==> config.mk <==
export PLATFORM = sky130hd
export DESIGN_NAME = uart_irq_ident
export DESIGN_NICKNAME = d
export VERILOG_FILES = /design/src/rtl/uart_irq_pkg.sv /design/src/rtl/uart_irq_timeout.sv /design/src/rtl/uart_irq_sources.sv /design/src/rtl/uart_irq_ident.sv
export SDC_FILE = /design/constraint.sdc
export NUM_CORES = 1
export LEC_CHECK = 0
export BUFFER_PORTS_ARGS = -buffer_cell sky130_fd_sc_hd__buf_4
export CAP_MARGIN = 15
export CORE_UTILIZATION = 43
export CTS_BUF_LIST = sky130_fd_sc_hd__clkbuf_8
export CTS_CLUSTER_DIAMETER = 150
export DETAILED_ROUTE_END_ITERATION = 7
export PLACE_DENSITY_LB_ADDON = 0.15
export SYNTH_ARGS = -nofsm -noshare
export SYNTH_HDL_FRONTEND = slang
export SYNTH_SLANG_ARGS = --single-unit
==> constraint.sdc <==
create_clock -name clk -period 4.25 [get_ports clk]
set_input_delay 0.2125 -clock clk [delete_from_list [all_inputs] [get_ports clk]]
set_output_delay 0.2125 -clock clk [all_outputs]
set_load 0.1 [all_outputs]
==> src/rtl/uart_irq_pkg.sv <==
package uart_irq_pkg;

  typedef enum logic [3:0] {
    ID_NONE    = 4'b0001,
    ID_LINE    = 4'b0110,
    ID_RXDATA  = 4'b0100,
    ID_TIMEOUT = 4'b1100,
    ID_TXREQ   = 4'b0010,
    ID_MODEM   = 4'b0000
  } irq_id_e;

  typedef struct packed {
    logic line;
    logic rxdata;
    logic timeout;
    logic txreq;
    logic modem;
  } irq_src_t;

  // enable bit positions
  localparam int unsigned EN_RX    = 0;
  localparam int unsigned EN_TX    = 1;
  localparam int unsigned EN_LINE  = 2;
  localparam int unsigned EN_MODEM = 3;

  function automatic logic rx_data_due(logic fifo_mode, int unsigned level,
                                       int unsigned trig);
    if (fifo_mode) return (level >= trig);
    return (level != 0);
  endfunction

  function automatic logic tx_room_due(logic fifo_mode, int unsigned level,
                                       int unsigned depth, logic hold_empty);
    if (fifo_mode) return ((level * 2) <= depth);
    return hold_empty;
  endfunction

  function automatic irq_id_e rank(irq_src_t s);
    if (s.line)    return ID_LINE;
    if (s.rxdata)  return ID_RXDATA;
    if (s.timeout) return ID_TIMEOUT;
    if (s.txreq)   return ID_TXREQ;
    if (s.modem)   return ID_MODEM;
    return ID_NONE;
  endfunction

endpackage

==> src/rtl/uart_irq_timeout.sv <==
module uart_irq_timeout #(
  parameter int unsigned RX_LW = 5,
  parameter int unsigned LIMIT = 4
) (
  input  logic             clk,
  input  logic             rst_n,
  input  logic             fifo_en,
  input  logic [RX_LW-1:0] rx_level,
  input  logic             char_tick,
  input  logic             rx_push,
  input  logic             rd_rbr,
  input  logic             rx_fifo_rst,
  input  logic             start_bit,
  output logic             tmo_active
);
  localparam int unsigned CW = $clog2(LIMIT + 1);
  localparam logic [CW-1:0] LIMIT_V = CW'(LIMIT);

  logic [CW-1:0] cnt_q;
  logic          restart;
  logic          armed;

  assign restart = rx_push | rd_rbr | rx_fifo_rst | start_bit;
  assign armed   = fifo_en && (rx_level != '0);

  always_ff @(posedge clk) begin
    if (!rst_n)                       cnt_q <= '0;
    else if (restart || !armed)       cnt_q <= '0;
    else if (char_tick && cnt_q != LIMIT_V) cnt_q <= cnt_q + 1'b1;
  end

  assign tmo_active = armed && (cnt_q == LIMIT_V);


  tmo_cnt_bound_chk: assert property (@(posedge clk) disable iff (!rst_n)
    cnt_q <= LIMIT_V);


  tmo_restart_clr_chk: assert property (@(posedge clk) disable iff (!rst_n)
    restart |=> !tmo_active);

endmodule

==> src/rtl/uart_irq_sources.sv <==
module uart_irq_sources (
  input  logic       clk,
  input  logic       rst_n,
  input  logic [3:0] lsr_err_evt,
  input  logic       rd_lsr,
  input  logic [3:0] msr_delta,
  input  logic       rd_msr,
  input  logic       tx_cond,
  input  logic       wr_thr,
  input  logic       iir_tx_ack,
  output logic       line_q,
  output logic       modem_q,
  output logic       txreq_q,
  output logic       tx_evt
);
  logic tx_cond_q;
  logic line_set, modem_set;

  assign line_set  = |lsr_err_evt;
  assign modem_set = |msr_delta;
  assign tx_evt    = tx_cond & ~tx_cond_q;

  always_ff @(posedge clk) begin
    if (!rst_n) begin
      line_q    <= 1'b0;
      modem_q   <= 1'b0;
      txreq_q   <= 1'b0;
      tx_cond_q <= 1'b0;
    end else begin
      tx_cond_q <= tx_cond;
      if (line_set)      line_q <= 1'b1;
      else if (rd_lsr)   line_q <= 1'b0;
      if (modem_set)     modem_q <= 1'b1;
      else if (rd_msr)   modem_q <= 1'b0;
      if (tx_evt)                    txreq_q <= 1'b1;
      else if (wr_thr || iir_tx_ack) txreq_q <= 1'b0;
    end
  end


  line_hold_chk: assert property (@(posedge clk) disable iff (!rst_n)
    (line_q && !rd_lsr) |=> line_q);


  tx_ack_clr_chk: assert property (@(posedge clk) disable iff (!rst_n)
    ((iir_tx_ack || wr_thr) && !tx_evt) |=> !txreq_q);


  modem_hold_chk: assert property (@(posedge clk) disable iff (!rst_n)
    (modem_q && !rd_msr) |=> modem_q);

endmodule

==> src/rtl/uart_irq_ident.sv <==
module uart_irq_ident
  import uart_irq_pkg::*;
#(
  parameter int unsigned RX_DEPTH      = 16,
  parameter int unsigned TX_DEPTH      = 16,
  parameter int unsigned TIMEOUT_CHARS = 4,
  localparam int unsigned RX_LW = $clog2(RX_DEPTH + 1),
  localparam int unsigned TX_LW = $clog2(TX_DEPTH + 1)
) (
  input  logic             clk,
  input  logic             rst_n,
  input  logic             fifo_en,
  input  logic [3:0]       ier,
  input  logic [3:0]       lsr_err_evt,
  input  logic [RX_LW-1:0] rx_level,
  input  logic [RX_LW-1:0] rx_trig,
  input  logic             rx_push,
  input  logic             rx_fifo_rst,
  input  logic             start_bit,
  input  logic             char_tick,
  input  logic [TX_LW-1:0] tx_level,
  input  logic             thr_empty,
  input  logic [3:0]       msr_delta,
  input  logic             rd_iir,
  input  logic             rd_lsr,
  input  logic             rd_rbr,
  input  logic             wr_thr,
  input  logic             rd_msr,
  output logic [3:0]       irq_id,
  output logic             irq_pending
);
  logic     rx_due, tx_cond, tmo_active;
  logic     line_q, modem_q, txreq_q, tx_evt, iir_tx_ack;
  irq_src_t masked;
  irq_id_e  id_now;

  assign rx_due  = rx_data_due(fifo_en, 32'(rx_level), 32'(rx_trig));
  assign tx_cond = tx_room_due(fifo_en, 32'(tx_level), TX_DEPTH, thr_empty);

  uart_irq_timeout #(.RX_LW(RX_LW), .LIMIT(TIMEOUT_CHARS)) u_tmo (
    .clk(clk), .rst_n(rst_n), .fifo_en(fifo_en), .rx_level(rx_level),
    .char_tick(char_tick), .rx_push(rx_push), .rd_rbr(rd_rbr),
    .rx_fifo_rst(rx_fifo_rst), .start_bit(start_bit), .tmo_active(tmo_active)
  );

  uart_irq_sources u_src (
    .clk(clk), .rst_n(rst_n), .lsr_err_evt(lsr_err_evt), .rd_lsr(rd_lsr),
    .msr_delta(msr_delta), .rd_msr(rd_msr), .tx_cond(tx_cond),
    .wr_thr(wr_thr), .iir_tx_ack(iir_tx_ack), .line_q(line_q),
    .modem_q(modem_q), .txreq_q(txreq_q), .tx_evt(tx_evt)
  );

  always_comb begin
    masked.line    = line_q     & ier[EN_LINE];
    masked.rxdata  = rx_due     & ier[EN_RX];
    masked.timeout = tmo_active & ier[EN_RX];
    masked.txreq   = txreq_q    & ier[EN_TX];
    masked.modem   = modem_q    & ier[EN_MODEM];
  end

  assign id_now      = rank(masked);
  assign irq_id      = id_now;
  assign irq_pending = (id_now != ID_NONE);
  assign iir_tx_ack  = rd_iir && (id_now == ID_TXREQ);


  rx_before_tmo_chk: assert property (@(posedge clk) disable iff (!rst_n)
    (rx_due && tmo_active && ier[EN_RX] && !(line_q && ier[EN_LINE]))
      |-> irq_id == 4'b0100);


  line_top_chk: assert property (@(posedge clk) disable iff (!rst_n)
    (line_q && ier[EN_LINE]) |-> irq_id == 4'b0110);


  mask_quiet_chk: assert property (@(posedge clk) disable iff (!rst_n)
    (ier == 4'b0000) |-> (irq_id == 4'b0001 && !irq_pending));

endmodule

* Word level (Yosys, flattened, before mapping)
Index checks and enable logic that the tools add are counted.
** Storage, ports and cells
- Register bits after elaboration :: 7
- Latch bits :: 0
- Memory bits (writable) :: 0
- Bits of input ports :: 40
- Memories :: 0
- Memory bits (read-only) :: 0
- Logic and storage cells :: 73
- Output and inout bits :: 5
** Cells by class
- Equal/unequal tests :: 4
- Order comparisons :: 2
- Reduce and logical (&&, ||, !) cells :: 14
- Multiplexer cells :: 36
- Divide/modulo/power cells :: 0
- Multiply operators :: 0
- Bitwise operators :: 11
- Shift-type cells :: 0
- Add/sub/neg operators :: 1
** Operators with widths (number)
- 4-bit 2-to-1 mux :: 10
- 1-bit 2-to-1 mux :: 26
- 4-bit OR reduction :: 2
- 1-bit AND :: 6
- 6-bit by 5-bit less-or-equal comparator with 1-bit output, second input constant :: 1
- 2-bit nonzero test :: 3
- 5-bit greater-or-equal comparator :: 1
- 5-bit nonzero test :: 1
- 4-bit by 2-bit equality test with 1-bit output, second input constant :: 1
- 1-bit logical AND :: 4
- 4-bit by 1-bit != test with 1-bit output, second input constant :: 1
- 3-bit by 1-bit adder with 3-bit output, second input constant :: 1
- 3-bit equality test, second input constant :: 1
- 3-bit != test, second input constant :: 1
- 1-bit bitwise OR :: 3
- 1-bit logical OR :: 2
- 1-bit NOT :: 2
- 2-bit OR reduction :: 1
- 1-bit logical NOT :: 1

* Logic depth before layout (Yosys ltp)
Gate-level depths: netlist of the first run.
- Word-level depth :: 25
- Mapped depth :: 7
- Depth with buffers taken out :: 7

* Modules after synthesis
Synthesis of the first run repeated with hierarchy kept, for this count alone.
** Second synthesis, totals
- Cells, all modules :: 75
- Area total of the unflattened synthesis :: 659.4 um^2
** By module, submodules not included
- uart_irq_ident :: sequential area each 0.0 um^2, times used 1, cells each 39, area an instance 300.3 um^2
- uart_irq_timeout :: sequential area each 60.1 um^2, times used 1, cells each 22, area an instance 191.4 um^2
- uart_irq_sources :: sequential area each 80.1 um^2, times used 1, cells each 14, area an instance 167.7 um^2

* Worst setup path after synthesis of the first run
OpenSTA, ideal clock, no wires.
- Kind :: input to output
- From :: in rx_level[0]
- To :: out irq_id[0]
- Cell stages on the path :: 4
- Required time :: 4.038 ns
- Path slack :: 0.120 ns
- Arrival :: 3.917 ns
- Buffers on the path :: 0
- Cell sequence :: or4_4 -> nor2_1 -> nor2b_1 -> nor4_1
** On the way
- Word-level cells in the longest chain between the ends :: 13
- Elaborated cells between the ends (all ways) :: 22
- Classes of those cells :: order compare (1); mux (16); bitwise (2); reduce/logical (3)
** Ends and longest elaborated chain
- start: declaration :: RTL line uart_irq_ident.sv:15 : input logic [RX_LW-1:0] rx_level,
- 5-bit greater-or-equal comparator :: RTL line uart_irq_pkg.sv:28 : if (fifo_mode) return (level >= trig);
- 1-bit 2-to-1 mux :: RTL line uart_irq_pkg.sv:28
- 1-bit 2-to-1 mux :: RTL line uart_irq_pkg.sv:29 : return (level != 0);
- 1-bit AND :: RTL line uart_irq_ident.sv:55 : masked.rxdata = rx_due & ier[EN_RX];
- 4-bit 2-to-1 mux :: RTL line uart_irq_pkg.sv:40 : if (s.rxdata) return ID_RXDATA;
- 4-bit 2-to-1 mux :: RTL line uart_irq_pkg.sv:41 : if (s.timeout) return ID_TIMEOUT;
- 4-bit 2-to-1 mux :: RTL line uart_irq_pkg.sv:42 : if (s.txreq) return ID_TXREQ;
- 4-bit 2-to-1 mux :: RTL line uart_irq_pkg.sv:43 : if (s.modem) return ID_MODEM;
- 4-bit 2-to-1 mux :: RTL line uart_irq_pkg.sv:44 : return ID_NONE;
- 4-bit 2-to-1 mux :: RTL line uart_irq_pkg.sv:43
- 4-bit 2-to-1 mux :: RTL line uart_irq_pkg.sv:42
- 4-bit 2-to-1 mux (*) :: RTL line uart_irq_pkg.sv:41
- 4-bit 2-to-1 mux (*) :: RTL line uart_irq_pkg.sv:40
- end: declaration :: RTL line uart_irq_ident.sv:29 : output logic [3:0] irq_id,
Every way passes the cells marked *; elsewhere a longest branch is shown, timed or not. The select of a mux whose other input is x is not followed.

* Worst setup path after layout of the first run
- From :: reg u_tmo.cnt_q[0]
- To :: out irq_pending
** On the way
- Word-level cells in the longest chain between the ends :: 12
- Elaborated cells between the ends (all ways) :: 15
- Classes of those cells :: eq/ne (2); mux (11); bitwise (1); reduce/logical (1)
** Ends and longest elaborated chain
- start: declaration :: RTL line uart_irq_timeout.sv:19 : logic [CW-1:0] cnt_q;
- start signal: assignment :: RTL line uart_irq_timeout.sv:29 : else if (char_tick && cnt_q != LIMIT_V) cnt_q <= cnt_q + 1'b1;
- 3-bit equality test (*) :: RTL line uart_irq_timeout.sv:32 : assign tmo_active = armed && (cnt_q == LIMIT_V);
- 1-bit logical AND (*) :: RTL line uart_irq_timeout.sv:32
- 1-bit AND (*) :: RTL line uart_irq_ident.sv:56 : masked.timeout = tmo_active & ier[EN_RX];
- 4-bit 2-to-1 mux :: RTL line uart_irq_pkg.sv:41
- 4-bit 2-to-1 mux :: RTL line uart_irq_pkg.sv:42
- 4-bit 2-to-1 mux :: RTL line uart_irq_pkg.sv:43
- 4-bit 2-to-1 mux :: RTL line uart_irq_pkg.sv:44
- 4-bit 2-to-1 mux :: RTL line uart_irq_pkg.sv:43
- 4-bit 2-to-1 mux (*) :: RTL line uart_irq_pkg.sv:42
- 4-bit 2-to-1 mux (*) :: RTL line uart_irq_pkg.sv:41
- 4-bit 2-to-1 mux (*) :: RTL line uart_irq_pkg.sv:40
- 4-bit by 1-bit != test with 1-bit output (*) :: RTL line uart_irq_ident.sv:63 : assign irq_pending = (id_now != ID_NONE);
- end: declaration :: RTL line uart_irq_ident.sv:30 : output logic irq_pending
Marks and branches as above.

==> flow_summary.yaml, run 1 <==
floorplanning:
  io_pins: 45
  coreArea_sq_mm: 0.001285
  dieArea_sq_mm: 0.001532
  row_count: 13
  initial_utilization_pct: 46.15
  die_x_um: 39.14
  die_h_um: 39.14
placement:
  dpl.hpwl_um: 1318
  place_area_sq_um: 938.4
  port_buffers: 44
  place_congestion: 0.7112
setup_path:
  worstPathRequired_ns: 4.04
  r2r_setup_slack_ns: 2.67
  critical_path.max_stage_delay_ns: 0.53
  cpLargestDelayFamily: "simple AND/OR/NAND/NOR gates"
  rr_worst_depth: 7
  end_kind: "primary output"
  path_max_fanout: 3
  path_buf_inv: 2
  start_kind: "register"
  r2r-start: "u_tmo.cnt_q[0]"
  r2r-end: "u_src.txreq_q"
  crit_chain: "inv_1 > ha_1 > and4_1 > nor2b_1 > or4_1 > buf_4"
  path_class: "register to primary output"
  cp.arrival_ns: 1.96
  cp_slowest_cell: "or4_1"
yosys:
  ys.flop_type: "dfxtp_1"
  synth_common_cells: "inv_1 (8), nand2_1 (8), dfxtp_1 (7), ha_1 (7), nor2_1 (5)"
  synth.top_cells.by_area: "dfxtp_1 (24%), ha_1 (15%), inv_1 (5.1%), nand2_1 (5.1%), nor4_1 (4.2%)"
  yosys_warnings: 0
  synth_edf_count: 0
  syn-mean-instance-area_sq_um: 7.804
  yosysTopAreaCell: "dfxtp_1"
  ys_types: 31
  syn_area_sq_um: 593.1
  syn_nets: 123
  ys_async_sr_fraction_pct: 0
  ys_seq_area_share_pct: 23.63
  yosysTopAreaCellShare_pct: 23.63
  synthCells: 76
  ys_ff_latch: 7
timing:
  relSlewSlack_pct: 78.38
  slew_violations: 0
  rsz0062_at_grt: "no"
  setup_tns_ns: 0
  finClkSkew_ns: 0.002919
  period_needed_ns: 2.169
  setup_violations: 0
  tightest_slew_ns: 0.3214
  hold_violations: 0
  hold_slack_ns: 0.2634
  fmax_ghz: 0.4610
  period_share_pct: 51.04
cells_and_area:
  drive_gt1_share_pct: 40.65
  stdcell_area_sq_um: 983.4
  nets: 171
  fillers: 114
  area_delta_synth_final_pct: 65.82
  antennaDiodeCount: 0
flow_run:
  cap_violations: 0
clock_network:
  ctsHoldBuffers: 0
  clock_latency_ns: 0.23
  cts_tree: "yes"
  cts_htree_levels: 1
  cts_root_buf: "clkbuf_8"
  numCtsBuffers: 3
  post_cts_buffers: 0
  clkTransAtPathRegs_ns: 0.04
  cts_resized: 0
  clk_path_buf_depth: 2
  cts.sinks: 7
detailed_routing:
  vias: 736
  wirelength_um: 1565
  wl_per_cell_um: 11.34
  final_antenna_net_count: 0
  drc_errors: 0
  drtIter0Drc: 14
  avgViaCountPerCell: 5.333
  drt_first_pass_iters: 5
hold_path:
  hold_path_depth: 3
  hp-start: "rd_lsr"
  hold_path.class: "input pin to register"
  hold_path_end: "u_src.line_q"
grt:
  track_usage_pct: 22.02
  grt_max_degree: 9
  grt_overflow: 0
  grt_pass1_vias: 565
  antenna_found_initial: 0
  grt_pass1_wl_um: 2256
power:
  power.total_uw: 257.5
  peakVddDrop_uv: 194.0
  p_leak_uw: 0.0004826
  power_density_mw_per_mm2: 261.8
status:
  status: "completed"
-- cell families after synthesis --
family | synth area share (%)
AND/OR/NAND/NOR | 34.60
adder cells (fa/ha/maj) | 14.77
XOR/XNOR | 1.477
flip-flops | 23.63
AO/OA/AOI/OAI | 19.83
buffers and inverters | 5.696
-- through the flow --
step | util, % | worst slack, ns | std cells
CTS | 76.53 | 2.074 | 138
detailed placement | 73.03 | 2.120 | 134
floorplan | - | 0.1205 | 76
finish | 76.53 | 2.081 | 138
global placement | 73.03 | 2.169 | 134
global route | 76.53 | 2.020 | 138
-- worst min-delay path, stage by stage --
cell and delay, ns:
buf_4 0.07, nand2b_1 0.08, a21boi_0 0.07
-- where the power goes --
part	switching, uW	leakage (uW)	internal [uW]	total (uW)
logic	54.5	0.000398	40.9	95.4
clock network	28.9	0.0000269	62.5	91.4
registers	1.69	0.0000576	69.1	70.8
-- registers in the layout, summed over array words and instances, names as in the netlist --
register and cells:
u_tmo.cnt_q 3, u_src.line_q 1, u_src.modem_q 1, u_src.tx_cond_q 1, u_src.txreq_q 1
-- area by class of cell --
| type | instances | area (sq um) | area share [%] |
|---|---|---|---|
| clock buffers | 3 | 41.29 | 4.198 |
| flip-flops and latches | 7 | 140.1 | 14.25 |
| clock inverters | 1 | 3.754 | 0.3817 |
| well taps | 15 | 18.77 | 1.908 |
| repair buffers | 44 | 330.3 | 33.59 |
| inverters | 8 | 30.03 | 3.053 |
| multi-input cells | 60 | 419.2 | 42.62 |
-- how the worst max path moves through the flow --
| stage | from | endpoint | slack (ns) | cells past startpoint |
|---|---|---|---|---|
| floorplan | rx_level[0] | irq_id[0] | 0.12 | 4 |
| global placement | rx_level[0] | irq_pending | 2.17 | 6 |
| detailed placement | rx_level[0] | irq_pending | 2.12 | 6 |
| CTS | u_tmo.cnt_q[0] | irq_pending | 2.07 | 6 |
| global route | u_tmo.cnt_q[0] | irq_pending | 2.02 | 6 |
| finish | u_tmo.cnt_q[0] | irq_pending | 2.08 | 6 |
-- routing by layer --
metal | GRT usage, % | wire (um) | vias up
met5 | 0 | 0 | -
li1 | - | - | 373
met1 | 23.02 | 626 | 328
met2 | 41.67 | 803 | 35
met4 | 5.172 | 0 | 0
met3 | 6.936 | 135 | 0
-- placed cells by master (no fill, tap or decap), types with 2 or more instances in the layout --
master	synthesis	layout
a21boi_0	3	3
a21oi_1	3	3
buf_4	0	44
clkbuf_8	0	3
dfxtp_1	7	7
ha_1	7	7
inv_1	8	9
nand2_1	8	8
nand2b_1	3	3
nand3_1	2	2
nand3b_1	2	2
nor2_1	5	5
nor2b_1	2	2
nor3_1	3	3
nor4_1	4	4
o21ai_0	2	2
Note: power is estimated with default switching activity, not from simulation.
==> run 2, diff against run 1 <==
- CORE_UTILIZATION: 43 -> 40
- clock period: 4.25 -> 2.05 ns (I/O delays scaled with it)
==> run 2 against run 1 <==
Clock power is 100% higher. Register-to-register slack worse by 2.2 ns. First-iteration DRC count is 86% lower. Combinational power is 130% higher. Critical path type unchanged. Largest cell class unchanged.
==> flow_summary.yaml, run 2 (synthesis gave the netlist of run 1 again) <==
timing:
  slew_violations: 0
  setup_ws_ns: 0.06500
  tightest_slew_ns: 0.3868
  hold_violations: 0
  setup_violations: 0
  period_share_pct: 96.83
  relSlewSlack_pct: 74.21
  fmax_ghz: 0.5038
  period_needed_ns: 1.985
  rsz0062_at_grt: "no"
  finClkSkew_ns: 0.0008274
placement:
  dp_slack_ns: 0.1296
  place_congestion: 0.7040
  dpl.hpwl_um: 1340
  port_buffers: 44
power:
  peakVddDrop_uv: 681.7
  power_density_mw_per_mm2: 523.2
  power.total_uw: 549.2
  p_leak_uw: 0.0005064
cells_and_area:
  register_area_sq_um: 140.1
  regMostFlops: "u_tmo.cnt_q"
  layout_commonest_cell: "buf_4"
  antennaDiodeCount: 0
  largest_register_ffs: 3
  drive_gt1_share_pct: 46.40
  area_delta_synth_final_pct: 77.00
  nets: 173
  multi_input_area_sq_um: 457.9
  fillers: 102
  layout_common_cells: "buf_4 (45), inv_1 (9), nand2_1 (8)"
detailed_routing:
  avgViaCountPerCell: 5.236
  wirelength_um: 1666
  wl_per_cell_um: 11.90
  drt_first_pass_iters: 4
  drc_errors: 0
  vias: 733
  drtIter0Drc: 2
  final_antenna_net_count: 0
setup_path:
  path_max_fanout: 3
  cp.arrival_ns: 1.88
  path_class: "register to primary output"
  r2r-end: "u_src.txreq_q"
  worstPathRequired_ns: 1.95
  rr_worst_depth: 7
  start_kind: "register"
  critical_path.max_stage_delay_ns: 0.47
  cpLargestDelayFamily: "simple AND/OR/NAND/NOR gates"
  r2r-start: "u_tmo.cnt_q[0]"
  end_kind: "primary output"
  path_buf_inv: 2
  cp_slowest_cell: "or3_2"
  crit_chain: "inv_1 > ha_2 > and4_1 > nor2b_2 > or3_2 > buf_4"
  r2r_setup_slack_ns: 0.51
clock_network:
  cts_root_buf: "clkbuf_8"
  ctsHoldBuffers: 0
  clkTransAtPathRegs_ns: 0.04
  cts_htree_levels: 1
  clk_path_buf_depth: 2
  cts_tree: "yes"
  numCtsBuffers: 3
  cts.sinks: 7
  clock_latency_ns: 0.22
  post_cts_buffers: 0
floorplanning:
  coreArea_sq_mm: 0.001334
  die_h_um: 40.51
  initial_utilization_pct: 44.47
  dieArea_sq_mm: 0.001641
  die_x_um: 40.51
  io_pins: 45
  row_count: 13
hold_path:
  hp-start: "rd_lsr"
  hold_path_depth: 3
  hold_path.class: "input pin to register"
  hold_path_end: "u_src.line_q"
status:
  status: "completed"
grt:
  grt_pass1_vias: 608
  track_usage_pct: 21.87
  grt_max_degree: 9
  grt_overflow: 0
  antenna_found_initial: 0
  grt_pass1_wl_um: 2415
flow_run:
  cap_violations: 0
run 2: cell types whose count changed in the layout (fill, tap and decap cells not counted), sizes merged:
cell	previous run	this run
buf	44	46
run 2: what timing repair did:
item	4_1_cts	5_1_grt
gates cloned	0	0
pin swaps	0	1
gates resized for setup	6	0
setup endpoints to repair	1	1
run 2: worst max path at each step:
stage	to	start	cells past startpoint	slack (ns)
after floorplan	irq_id[0]	rx_level[0]	4	-0.07
after global placement	irq_pending	rx_level[0]	6	0.15
after detailed placement	irq_pending	rx_level[0]	6	0.13
after CTS	irq_pending	u_tmo.cnt_q[0]	6	0.03
after global routing	irq_id[2]	u_tmo.cnt_q[0]	6	0.01
final	irq_id[2]	u_tmo.cnt_q[0]	6	0.07
run 2: where the power goes:
part / switching, uW / internal (uW)
sequential: 3.64 / 143
combinational: 120 / 98.0
clock: 55.7 / 129
total: 179 / 370
run 2: metal layers:
metal | wire (um) | up-vias | global-route usage, % | share of wire [%]
met1 | 723 | 335 | 26.49 | 43
met5 | 0 | - | 0 | 0
met4 | 5 | 0 | 5.000 | 0.30
li1 | - | 375 | - | -
met2 | 849 | 21 | 39.68 | 51
met3 | 87 | 2 | 3.333 | 5.2
run 2: layout make-up:
type | instances | share of cell area [%]
Timing Repair Buffer | 46 | 34.09
Clock inverter | 1 | 0.3576
Clock buffer | 3 | 3.933
Tap cell | 15 | 1.788
Inverter | 8 | 2.861
Sequential cell | 7 | 13.35
Multi-Input combinational cell | 60 | 43.62
run 2: worst reg2reg max path, stage by stage (launching register included):
cell and delay, ns:
dfxtp_1 0.32, inv_1 0.07, ha_2 0.19, and4_1 0.18, o21ai_0 0.12, nand3_1 0.17
a221oi_1 0.29, nand2_1 0.08
run 2: through the flow:
stage                     setup TNS, ns  instances  instance area [sq um]  hold slack [ns]  util, %
final                                 0        140                   1050           0.1568    78.71
after global routing                  0        140                   1050           0.1720    78.71
after CTS                             0        140                   1050           0.1605    78.71
after detailed placement              0        136                  983.4           0.3926    73.73
after global placement                0        136                  983.4           0.3801    73.73
after floorplan                -0.08672         76                  623.1           0.2563        -
==> run 3, diff against run 2 <==
- SETUP_SLACK_MARGIN: default -> 0.1
==> run 3 against run 2 <==
Sequential cell count is the same. Setup slack better by 0.12 ns. Fmax rose by 6.5%. Die area stayed put. Clock power is essentially flat. Design area is 2.4% higher. Worst hold slack about the same. Sequential power about the same. Clock skew up 0.0010 ns.
==> flow_summary.yaml, run 3 (synthesis gave the netlist of run 1 again) <==
status:
  status: "completed"
floorplanning:
  initial_utilization_pct: 44.47
  dieArea_sq_mm: 0.001641
  io_pins: 45
  die_h_um: 40.51
  die_x_um: 40.51
  row_count: 13
  coreArea_sq_mm: 0.001334
placement:
  dpl.hpwl_um: 1340
  place_congestion: 0.7040
  port_buffers: 44
  place_inst: 136
clock_network:
  ctsHoldBuffers: 0
  cts_htree_levels: 1
  post_cts_buffers: 0
  numCtsBuffers: 3
  cts_tree: "yes"
  clkTransAtPathRegs_ns: 0.04
  clk_path_buf_depth: 2
  cts_root_buf: "clkbuf_8"
  clock_latency_ns: 0.22
  cts.sinks: 7
setup_path:
  path_class: "register to primary output"
  critical_path.max_stage_delay_ns: 0.44
  path_buf_inv: 2
  worstPathRequired_ns: 1.95
  crit_chain: "inv_1 > ha_2 > and4_1 > nor2b_4 > or4_4 > buf_12"
  cpLargestDelayFamily: "simple AND/OR/NAND/NOR gates"
  cp_slowest_cell: "or4_4"
  crit_start: "u_tmo.cnt_q[0]"
  r2r-start: "u_tmo.cnt_q[0]"
  cp.arrival_ns: 1.76
  path_max_fanout: 3
  end_kind: "primary output"
  start_kind: "register"
timing:
  period_share_pct: 90.89
  hold_slack_ns: 0.1569
  hold_violations: 0
  fmax_ghz: 0.5367
  setup_violations: 0
  setup_tns_ns: 0
  period_needed_ns: 1.863
  finClkSkew_ns: 0.001869
  relSlewSlack_pct: 73.84
  rsz0062_at_grt: "no"
  tightest_slew_ns: 0.3924
  slew_violations: 0
cells_and_area:
  nets: 173
  drive_gt1_share_pct: 46.40
  area_delta_synth_final_pct: 81.22
  layout_common_cells: "buf_4 (43), inv_1 (9), nand2_1 (8)"
  regMostFlops: "u_tmo.cnt_q"
  layout_commonest_cell: "buf_4"
  antennaDiodeCount: 0
  largest_register_ffs: 3
  stdcell_count: 140
grt:
  grt_busiest_layer: "met2"
  grt_overflow: 0
  grtUsageMet1_pct: 25.50
  grt_max_degree: 9
  met3_usage_pct: 3.333
  track_usage_pct: 22.55
  use_met2_pct: 43.25
  grt_pass1_vias: 620
  grt_pass1_wl_um: 2463
  antenna_found_initial: 0
detailed_routing:
  drt_first_pass_iters: 4
  vias: 742
  wirelength_um: 1763
  wl_per_cell_um: 12.59
  drc_errors: 0
  final_antenna_net_count: 0
  drtIter0Drc: 10
  avgViaCountPerCell: 5.300
hold_path:
  hp-start: "rd_lsr"
  hold_path.class: "input pin to register"
flow_run:
  cap_violations: 0
power:
  peakVddDrop_uv: 707.1
  power_density_mw_per_mm2: 519.6
  p_leak_uw: 0.0005122
==> run 3: cell count changes in the layout (fill, tap and decap cells not counted) <==
cell | before | now
buf_12 | 1 | 2
buf_4 | 45 | 43
buf_6 | 0 | 1
nor2b_2 | 1 | 0
nor2b_4 | 0 | 1
or3_2 | 1 | 0
or3_4 | 0 | 1
==> run 3: path summary, 6_finish.rpt <==
check | cells past startpoint | to | slack (ns)
min | 3 | u_src.line_q | 0.16
min reg2reg | 2 | u_tmo.cnt_q[1] | 0.48
max reg2reg | 7 | u_src.txreq_q | 0.50
max | 6 | irq_pending | 0.19
==> run 3: tightest hold or removal path, stage by stage <==
cell and delay [ns]:
buf_4 0.07, nand2b_1 0.08, a21boi_0 0.07
==> run 3: metal layers <==
metal  part of all wire [%]  wire [um]
met1                     39        693
met2                     54        958
met3                    6.0        105
met4                   0.28          5
met5                      0          0
==> run 3: metrics by stage <==
step	power (uW)	setup WS (ns)	util [%]	cell area (sq um)
global placement	352.4	0.1495	73.73	983.4
detailed placement	356.0	0.1296	73.73	983.4
finish	558.4	0.1867	80.58	1075
floorplan	268.7	-0.06688	-	623.1
global route	582.9	0.1208	80.58	1075
CTS	555.7	0.1185	79.36	1059
==> run 3: power breakdown <==
group | switching, uW | internal [uW] | total (uW)
registers | 3.57 | 143 | 147
logic | 123 | 105 | 227
clock network | 55.4 | 129 | 184
total | 182 | 377 | 558
==> run 3: final cells by class <==
cell class,instances,area [sq um]
clock inverters,1,3.754
fillers,91,259.0
clock buffers,3,41.29
inverters,8,30.03
multi-input cells,60,466.7
repair buffers,46,374.1
flip-flops and latches,7,140.1
well taps,15,18.77
==> run 3: what timing repair did <==
| action | 4_1_cts | 5_1_grt |
|---|---|---|
| pin swaps | 1 | 0 |
| setup endpoints to repair | 2 | 2 |
| resized for setup | 8 | 4 |
